`src/rtl/dac_stat_pkg.sv`:
```
// Package: shared constants and field layout for the DAC status controller.
// Assumes one device with NCH analog channels and a 10-bit returned word.
package dac_stat_pkg;
    localparam int REG_W     = 32;
    localparam int NCH       = 4;
    localparam int STAT_W    = 2 * NCH + 2;
    localparam int BIT_REQ   = 31;
    localparam int BIT_VALID = 30;
    localparam int BIT_AUTO  = 28;
    localparam int PU_LSB    = 0;
    localparam int REF_BIT   = NCH;
    localparam int OC_LSB    = NCH + 1;
    localparam int TSD_BIT   = 2 * NCH + 1;

    // Captured device status, most significant field first.
    typedef struct packed {
        logic           tsd;
        logic [NCH-1:0] oc;
        logic           refup;
        logic [NCH-1:0] pu;
    } stat_t;
endpackage

```
`src/rtl/dac_stat_trig.sv`:
```
// Module: request source decode. Turns register writes and conversion strobes
// into a single trigger pulse and a clear pulse, and holds the auto-mode bit.
// Assumes wr_en and conv_done are single-cycle strobes in the clk domain.
module dac_stat_trig
    import dac_stat_pkg::*;
(
    input  logic             clk,
    input  logic             rst_n,
    input  logic             wr_en,
    input  logic [REG_W-1:0] wdata,
    input  logic             conv_done,
    output logic             trig,
    output logic             clr_valid,
    output logic             auto_en
);
    logic sw_req;
    logic hw_req;

    // Auto-mode enable register, software read/write.
    always_ff @(posedge clk) begin
        if (!rst_n)      auto_en <= 1'b0;
        else if (wr_en)  auto_en <= wdata[BIT_AUTO];
    end

    // Merge both request sources into one pulse; they can never double up.
    always_comb begin
        sw_req    = wr_en & wdata[BIT_REQ];
        hw_req    = conv_done & auto_en;
        trig      = sw_req | hw_req;
        clr_valid = wr_en & wdata[BIT_VALID];
    end

    assert_auto_trig_R6: assert property (@(posedge clk) disable iff (!rst_n)
        (conv_done && auto_en) |-> trig);
    assert_manual_only_R6: assert property (@(posedge clk) disable iff (!rst_n)
        (!auto_en && !(wr_en && wdata[BIT_REQ])) |-> !trig);
endmodule

```
`src/rtl/dac_stat_sched.sv`:
```
// Module: transfer scheduler and valid flag. Keeps at most one transfer
// outstanding, merges late requests into it, and owns the valid bit.
// Assumes the engine asserts ack for one cycle, only while req is high.
module dac_stat_sched (
    input  logic clk,
    input  logic rst_n,
    input  logic trig,
    input  logic clr_valid,
    input  logic eng_ack,
    output logic eng_req,
    output logic done,
    output logic valid
);
    // Completion is an ack seen while a transfer is outstanding.
    always_comb done = eng_req & eng_ack;

    // Request level: raised by a trigger, dropped by completion, merges in between.
    always_ff @(posedge clk) begin
        if (!rst_n)     eng_req <= 1'b0;
        else if (done)  eng_req <= 1'b0;
        else if (trig)  eng_req <= 1'b1;
    end

    // Valid flag: completion wins over request or clear in the same cycle.
    always_ff @(posedge clk) begin
        if (!rst_n)                  valid <= 1'b0;
        else if (done)               valid <= 1'b1;
        else if (trig || clr_valid)  valid <= 1'b0;
    end

    assert_req_hold_R3: assert property (@(posedge clk) disable iff (!rst_n)
        (eng_req && !eng_ack) |=> eng_req);
    assert_done_sets_R4: assert property (@(posedge clk) disable iff (!rst_n)
        done |=> (valid && !eng_req));
    assert_trig_starts_R2: assert property (@(posedge clk) disable iff (!rst_n)
        (trig && !done) |=> (eng_req && !valid));
    assert_clear_R5: assert property (@(posedge clk) disable iff (!rst_n)
        (clr_valid && !done) |=> !valid);
    assert_rise_only_done_R9: assert property (@(posedge clk) disable iff (!rst_n)
        (!valid && !done) |=> !valid);
endmodule

```
`src/rtl/dac_stat_store.sv`:
```
// Module: status field store. Loads the device word into per-channel alert and
// power flags on completion; otherwise holds. Software cannot write it.
// Assumes the word layout given in dac_stat_pkg.
module dac_stat_store
    import dac_stat_pkg::*;
(
    input  logic              clk,
    input  logic              rst_n,
    input  logic              done,
    input  logic [STAT_W-1:0] eng_data,
    output stat_t             stat
);
    // Per-channel over-current and power-up flags.
    for (genvar ch = 0; ch < NCH; ch++) begin : g_ch
        // Load this channel's pair of flags on completion.
        always_ff @(posedge clk) begin
            if (!rst_n) begin
                stat.oc[ch] <= 1'b0;
                stat.pu[ch] <= 1'b0;
            end else if (done) begin
                stat.oc[ch] <= eng_data[OC_LSB + ch];
                stat.pu[ch] <= eng_data[PU_LSB + ch];
            end
        end
    end

    // Device-wide thermal and reference flags.
    always_ff @(posedge clk) begin
        if (!rst_n) begin
            stat.tsd   <= 1'b0;
            stat.refup <= 1'b0;
        end else if (done) begin
            stat.tsd   <= eng_data[TSD_BIT];
            stat.refup <= eng_data[REF_BIT];
        end
    end

    assert_hold_no_done_R11: assert property (@(posedge clk) disable iff (!rst_n)
        !done |=> $stable(stat));
    assert_load_R4: assert property (@(posedge clk) disable iff (!rst_n)
        done |=> (stat == $past(eng_data)));
endmodule

```
`src/rtl/dac_stat_ctrl.sv`:
```
// Module: top of the DAC status readback controller. Wires request decode,
// scheduler and field store, and assembles the 32-bit read value.
// Assumes rdata is sampled combinationally from registers only.
module dac_stat_ctrl
    import dac_stat_pkg::*;
(
    input  logic              clk,
    input  logic              rst_n,
    input  logic              wr_en,
    input  logic [REG_W-1:0]  wdata,
    output logic [REG_W-1:0]  rdata,
    input  logic              conv_done,
    output logic              eng_req,
    input  logic              eng_ack,
    input  logic [STAT_W-1:0] eng_data
);
    logic  trig;
    logic  clr_valid;
    logic  auto_en;
    logic  done;
    logic  valid;
    stat_t stat;

    dac_stat_trig u_trig (
        .clk(clk), .rst_n(rst_n), .wr_en(wr_en), .wdata(wdata),
        .conv_done(conv_done), .trig(trig), .clr_valid(clr_valid),
        .auto_en(auto_en)
    );

    dac_stat_sched u_sched (
        .clk(clk), .rst_n(rst_n), .trig(trig), .clr_valid(clr_valid),
        .eng_ack(eng_ack), .eng_req(eng_req), .done(done), .valid(valid)
    );

    dac_stat_store u_store (
        .clk(clk), .rst_n(rst_n), .done(done), .eng_data(eng_data),
        .stat(stat)
    );

    // Read value: request bit and reserved bits are zero.
    always_comb begin
        rdata               = '0;
        rdata[BIT_VALID]    = valid;
        rdata[BIT_AUTO]     = auto_en;
        rdata[STAT_W-1:0]   = stat;
    end

    assert_req_drop_R12: assert property (@(posedge clk) disable iff (!rst_n)
        (eng_req && eng_ack) |=> !eng_req);
    assert_merge_R8: assert property (@(posedge clk) disable iff (!rst_n)
        (eng_req && !eng_ack && trig) |=> (eng_req && !rdata[BIT_VALID]));
endmodule

```
`config.mk`:
```
export PLATFORM = sky130hd
export DESIGN_NAME = dac_stat_ctrl
export DESIGN_NICKNAME = d
export VERILOG_FILES = /design/src/rtl/dac_stat_pkg.sv /design/src/rtl/dac_stat_trig.sv /design/src/rtl/dac_stat_sched.sv /design/src/rtl/dac_stat_store.sv /design/src/rtl/dac_stat_ctrl.sv
export SDC_FILE = /design/constraint.sdc
export NUM_CORES = 1
export LEC_CHECK = 0
export CAP_MARGIN = 40
export CORE_MARGIN = 10
export CORE_UTILIZATION = 25
export DETAILED_ROUTE_END_ITERATION = 6
export PLACE_DENSITY = 0.75
export SETUP_SLACK_MARGIN = 0.05
export SYNTH_ARGS = -nofsm -noshare
export SYNTH_HDL_FRONTEND = slang
export SYNTH_SLANG_ARGS = --single-unit
```
`constraint.sdc`:
```
create_clock -name clk -period 0.8 [get_ports clk]
set_input_delay 0.16 -clock clk [delete_from_list [all_inputs] [get_ports clk]]
set_output_delay 0.16 -clock clk [all_outputs]
set_load 0.005 [all_outputs]
```
After elaboration in Yosys (flattened, before gate mapping)
Index checks and enable logic that the tools add are counted.
- output and inout bits: 33
- flip-flop bits (word level): 13
- bits of input ports: 47
- bitwise gates (word level): 6
- muxes and demuxes: 2
- reduce and logical (&&, ||, !) cells: 3
- operator list (operator ; count):
    $and A1 B1 Y1 ; 4
    $mux W1 ; 2
    $reduce_bool A2 Y1 ; 1
    $reduce_or A2 Y1 ; 1
    $logic_or A1 B1 Y1 ; 1
    $not A1 Y1 ; 1
    $or A1 B1 Y1 ; 1

Longest topological paths before layout
- depth after elaboration: 5
- gate-level depth with buffers: 3
- depth with buffers taken out: 2

Hierarchy
Synthesis repeated with hierarchy kept, for this count alone.
- cell total of the unflattened synthesis: 66
- area total of the unflattened synthesis: 669.4 µm²
- modules (own cells, without submodules) (module ; seq. area each (µm²) ; cells each ; area each (µm²) ; times used):
    dac_stat_store ; 200.2 ; 31 ; 374.1 ; 1
    dac_stat_ctrl ; 0.0 ; 23 ; 168.9 ; 1
    dac_stat_sched ; 40.0 ; 7 ; 72.6 ; 1
    dac_stat_trig ; 20.0 ; 5 ; 53.8 ; 1

Worst setup path after synthesis
Ideal clock, no wire load.
- path type: flip-flop to flip-flop
- start: register u_sched.eng_req
- end: register u_sched.valid
- slack: -94 ps
- arrival time: 778 ps
- setup time: 116 ps
- cell stages (with the launch flop): 4
- path buffers: 1
- data required time: 684 ps
- period minus slack after synthesis: 894 ps
- cell sequence: dfxtp_1 -> buf_6 -> and3_1 -> a41o_1
- longest elaborated chain between the ends: 2
- elaborated cells on any way between the ends: 3
- those cells by class: mux: 1; bitwise: 1; reduce/logical: 1
- RTL lines (what ; line ; RTL):
    from (decl) ; dac_stat_sched.sv:10 ; output logic eng_req,
    from (signal assigned) ; dac_stat_sched.sv:19 ; if (!rst_n) eng_req <= 1'b0;
    from (signal assigned) ; dac_stat_sched.sv:20 ; else if (done) eng_req <= 1'b0;
    from (signal assigned) ; dac_stat_sched.sv:21 ; else if (trig) eng_req <= 1'b1;
    $and A1 B1 Y1 * ; dac_stat_sched.sv:15 ; always_comb done = eng_req & eng_ack;
    $mux W1 / $reduce_bool A2 Y1 (equally long branches) ; n/a ;
    to (signal assigned) ; dac_stat_sched.sv:26 ; if (!rst_n) valid <= 1'b0;
    to (signal assigned) ; dac_stat_sched.sv:27 ; else if (done) valid <= 1'b1;
    to (signal assigned) ; dac_stat_sched.sv:28 ; else if (trig || clr_valid) valid <= 1'b0;
    to (decl) ; dac_stat_sched.sv:12 ; output logic valid
Every way passes the cells marked *; elsewhere a longest branch is shown, timed or not.
A chain may end at the register's enable or synchronous reset.

Final worst setup path
- start: register u_sched.eng_req
- end: register u_store.stat[2] (netlist name)
- longest elaborated chain between the ends: 1
- RTL lines (what ; line):
    $and A1 B1 Y1 ; dac_stat_sched.sv:15
No other way between the ends.

==> results by group <==
Status
  – Status: finished with violations
  – Violated checks: setup timing

Worst setup path
  – CP required: 980 ps
  – Critical path depth: 3
  – Worst-path cell chain: buf_4 > and3_2 > o21a_1
  – FF-to-FF setup slack: -140 ps
  – Critical path's largest stage delay: 350 ps
  – CP startpoint kind: flip-flop
  – Crit. End Element: flip-flop
  – R2r endpoint: u_store.stat[2]
  – Reg-to-reg startpoint: u_sched.eng_req
  – Critical Path Sink: u_store.stat[2]
  – Crit path from: u_sched.eng_req
  – Crit path max-delay family: flip-flops
  – Worst-path maximum fanout: 5
  – WP buf/inv: 1
  – Crit-path slowest cell: dfxtp_2
  – Data arrival, critical path: 1120 ps
  – Worst Reg-to-Reg Cells: 3
  – Critical path class: reg2reg

Die
  – Num rows: 19
  – Initial Util: 26.7%
  – Chip Width: ~75 microns
  – Core Area: roughly 2800 sq um
  – IO Count: 80
  – Die area: 5580 sq um
  – Die H: 74.7 microns

Placed design
  – Final HPWL DP: 1580 microns
  – Placed Cells: 140
  – PortBufs: 30
  – Pre-CTS WS: -468 ps
  – Final RePlAce weighted congestion: 0.622

Power
  – Switching Fraction: between 20% and 30%
  – Tot Pwr: roughly 0.0014 W
  – Int Power: 0.00107 W
  – Comb pwr share: 22.7%
  – Static leakage: 0.530 nW
  – Seq pwr share: 49.1%
  – Peak VDD IR: 0.717 mV
  – Clk pwr share: about 28%
  – Net Switching: 0.000367 W
  – Pwr per Cell Area: 1310 nW/um^2

Run
  – Max-cap violations: 0

Cells and area
  – Most frequent cells in the layout: conb_1 (20), clkdlybuf4s50_1 (15), dfxtp_2 (13), buf_6 (12)
  – Fraction of layout cells with a size suffix above 1: around 37%
  – Fin nets: 162
  – N_diodes: 0
  – Layout area overhead: 46.2%
  – Fin cells: ~150
  – Most common cell after layout, fill and taps aside: conb_1

Drt
  – Final antenna-violating net count: 0
  – Vias post-DR: 619
  – Vias per cell: between 4 and 5
  – Total Wirelength: 1890 microns
  – Starting DRC count in detailed routing: 5
  – DR pass1 iterations: 2
  – WL/cell: 13.0 microns
  – # DRC: 0

Clock network
  – CTS Sinks: 13
  – CTS tree: yes
  – Clock root buffer master: clkbuf_4
  – Clk buf depth: 2
  – # hold bufs at CTS: 0
  – Total CTS buffers: 3
  – CTS clock-pin slew for the worst setup and hold paths: 90 ps
  – H-tree levels: 1
  – Clk_lat worst skew: 280 ps

STA
  – Total Negative Setup Slacks: -2340 ps
  – Slew Limit Fails: 0
  – Fin. Hold Viols: 0
  – Fin worst setup slack: -143 ps
  – Final setup viols: 25
  – Worst Skew: 8.06 ps
  – Max Fclk: 1060 MHz
  – Tmin final: between 900 and 1000 ps
  – Fin crit share: 118%
  – RSZ-0062 raised after global routing: true

Global routing
  – Tot GR Track Use: 6.37%
  – Largest net degree at the start of global routing: 23
  – Initial antenna violation count: 0
  – First-pass GRT wire length: approximately 2800 microns
  – Gr ovfl total: 0
  – Number of global-route vias before repair: approximately 640

Synth
  – YS warnings: 0
  – Gate Count Post-Synth: 80
  – Leading area contributor after synthesis: dfxtp_1
  – Yosys cell types: 17
  – #FFs+latches synth: 13
  – Synth top area cells: dfxtp_1 (35%), buf_4 (24%), a21boi_0 (10%)
  – Sequential share of the synthesized area: 34.8%
  – Post-synthesis cell area: 748 sq um
  – Yosys top cell area share: between 30% and 40%
  – Syn avg cell area: 9.35 sq um

Min path
  – Worst hold path class: in2reg
[power groups by stage]
stage          combinational, W  sequential (W)  clock [W]
3_5_place_dp           0.000312        0.000706          0
5_1_grt                0.000358        0.000706   0.000458
3_3_place_gp           0.000303        0.000706          0
2_1_floorplan          0.000203        0.000710          0
6_report               0.000325        0.000703   0.000404
4_1_cts                0.000309        0.000700   0.000430
[timing repair]
item	in CTS	in global routing
buffers inserted	1	0
gates resized for setup	76	7
hold endpoints to repair	0	0
setup endpoints to repair	25	26
pin swaps	1	0
[worst min-delay path by stage]
stage,start,to,slack [ps],cells past startpoint
floorplan,rst_n,u_trig.auto_en,290,1
CTS,wr_en,u_trig.auto_en,370,3
global placement,u_sched.valid,u_sched.valid,570,2
detailed placement,u_sched.valid,u_sched.valid,580,2
global route,wr_en,u_trig.auto_en,400,3
finish,wr_en,u_trig.auto_en,360,3
[cells in the mapped netlist]
master    instances
buf_4            24
and3_2            1
buf_2             1
nand2_1           1
a21bo_1           1
o21a_1           10
and3_1           10
nor2b_1           1
a41o_1            1
a21oi_1           1
dfxtp_1          13
a22oi_1           1
a21boi_0         10
mux2i_1           1
buf_6             2
inv_1             1
conb_1            1
[stage by stage]
step	area [sq um]	hold slack (ps)	util [%]
floorplan	821	288	-
global placement	1020	571	36.3
detailed placement	1020	579	36.3
CTS	1060	366	37.7
global route	1090	398	39.0
finish	1090	365	39.0
[area by class of cell]
cell class	instances	area [sq um]
tap	31	38.8
timing repair buffer	38	385
fill	293	1710
clock inverter	1	5.00
sequential	13	277
multi-input combinational	58	362
inverter	1	3.75
clock buffer	3	22.5
[state kept, by name (all words and copies together), names as in the netlist]
register         count
u_sched.eng_req      1
u_sched.valid        1
u_store.stat        10
u_trig.auto_en       1
[worst reg2reg max path, delay by kind of cell (launching register included)]
kind | cells | cell delay, ps
compound gates | 1 | 170
buf+inv | 1 | 140
flops | 1 | 350
simple gates | 1 | 180
[metal layers]
layer  track usage, %  up-vias  part of all wire (%)
met5                0        -                     0
met4             3.15        0                     0
met3             3.55        0                    18
met2             10.9       37                    45
met1             6.14      282                    37
li1                 -      300                     -
[cells by family after synthesis]
group	count (synthesis)	synth area share (%)
buffers and inverters	28	28.3
AOI/OAI and AO/OA	24	24.4
and+or+nand+nor	13	10.7
DFF	13	34.8
other	1	0.501
muxes	1	1.34
Power figures use the tool's default switching activity.
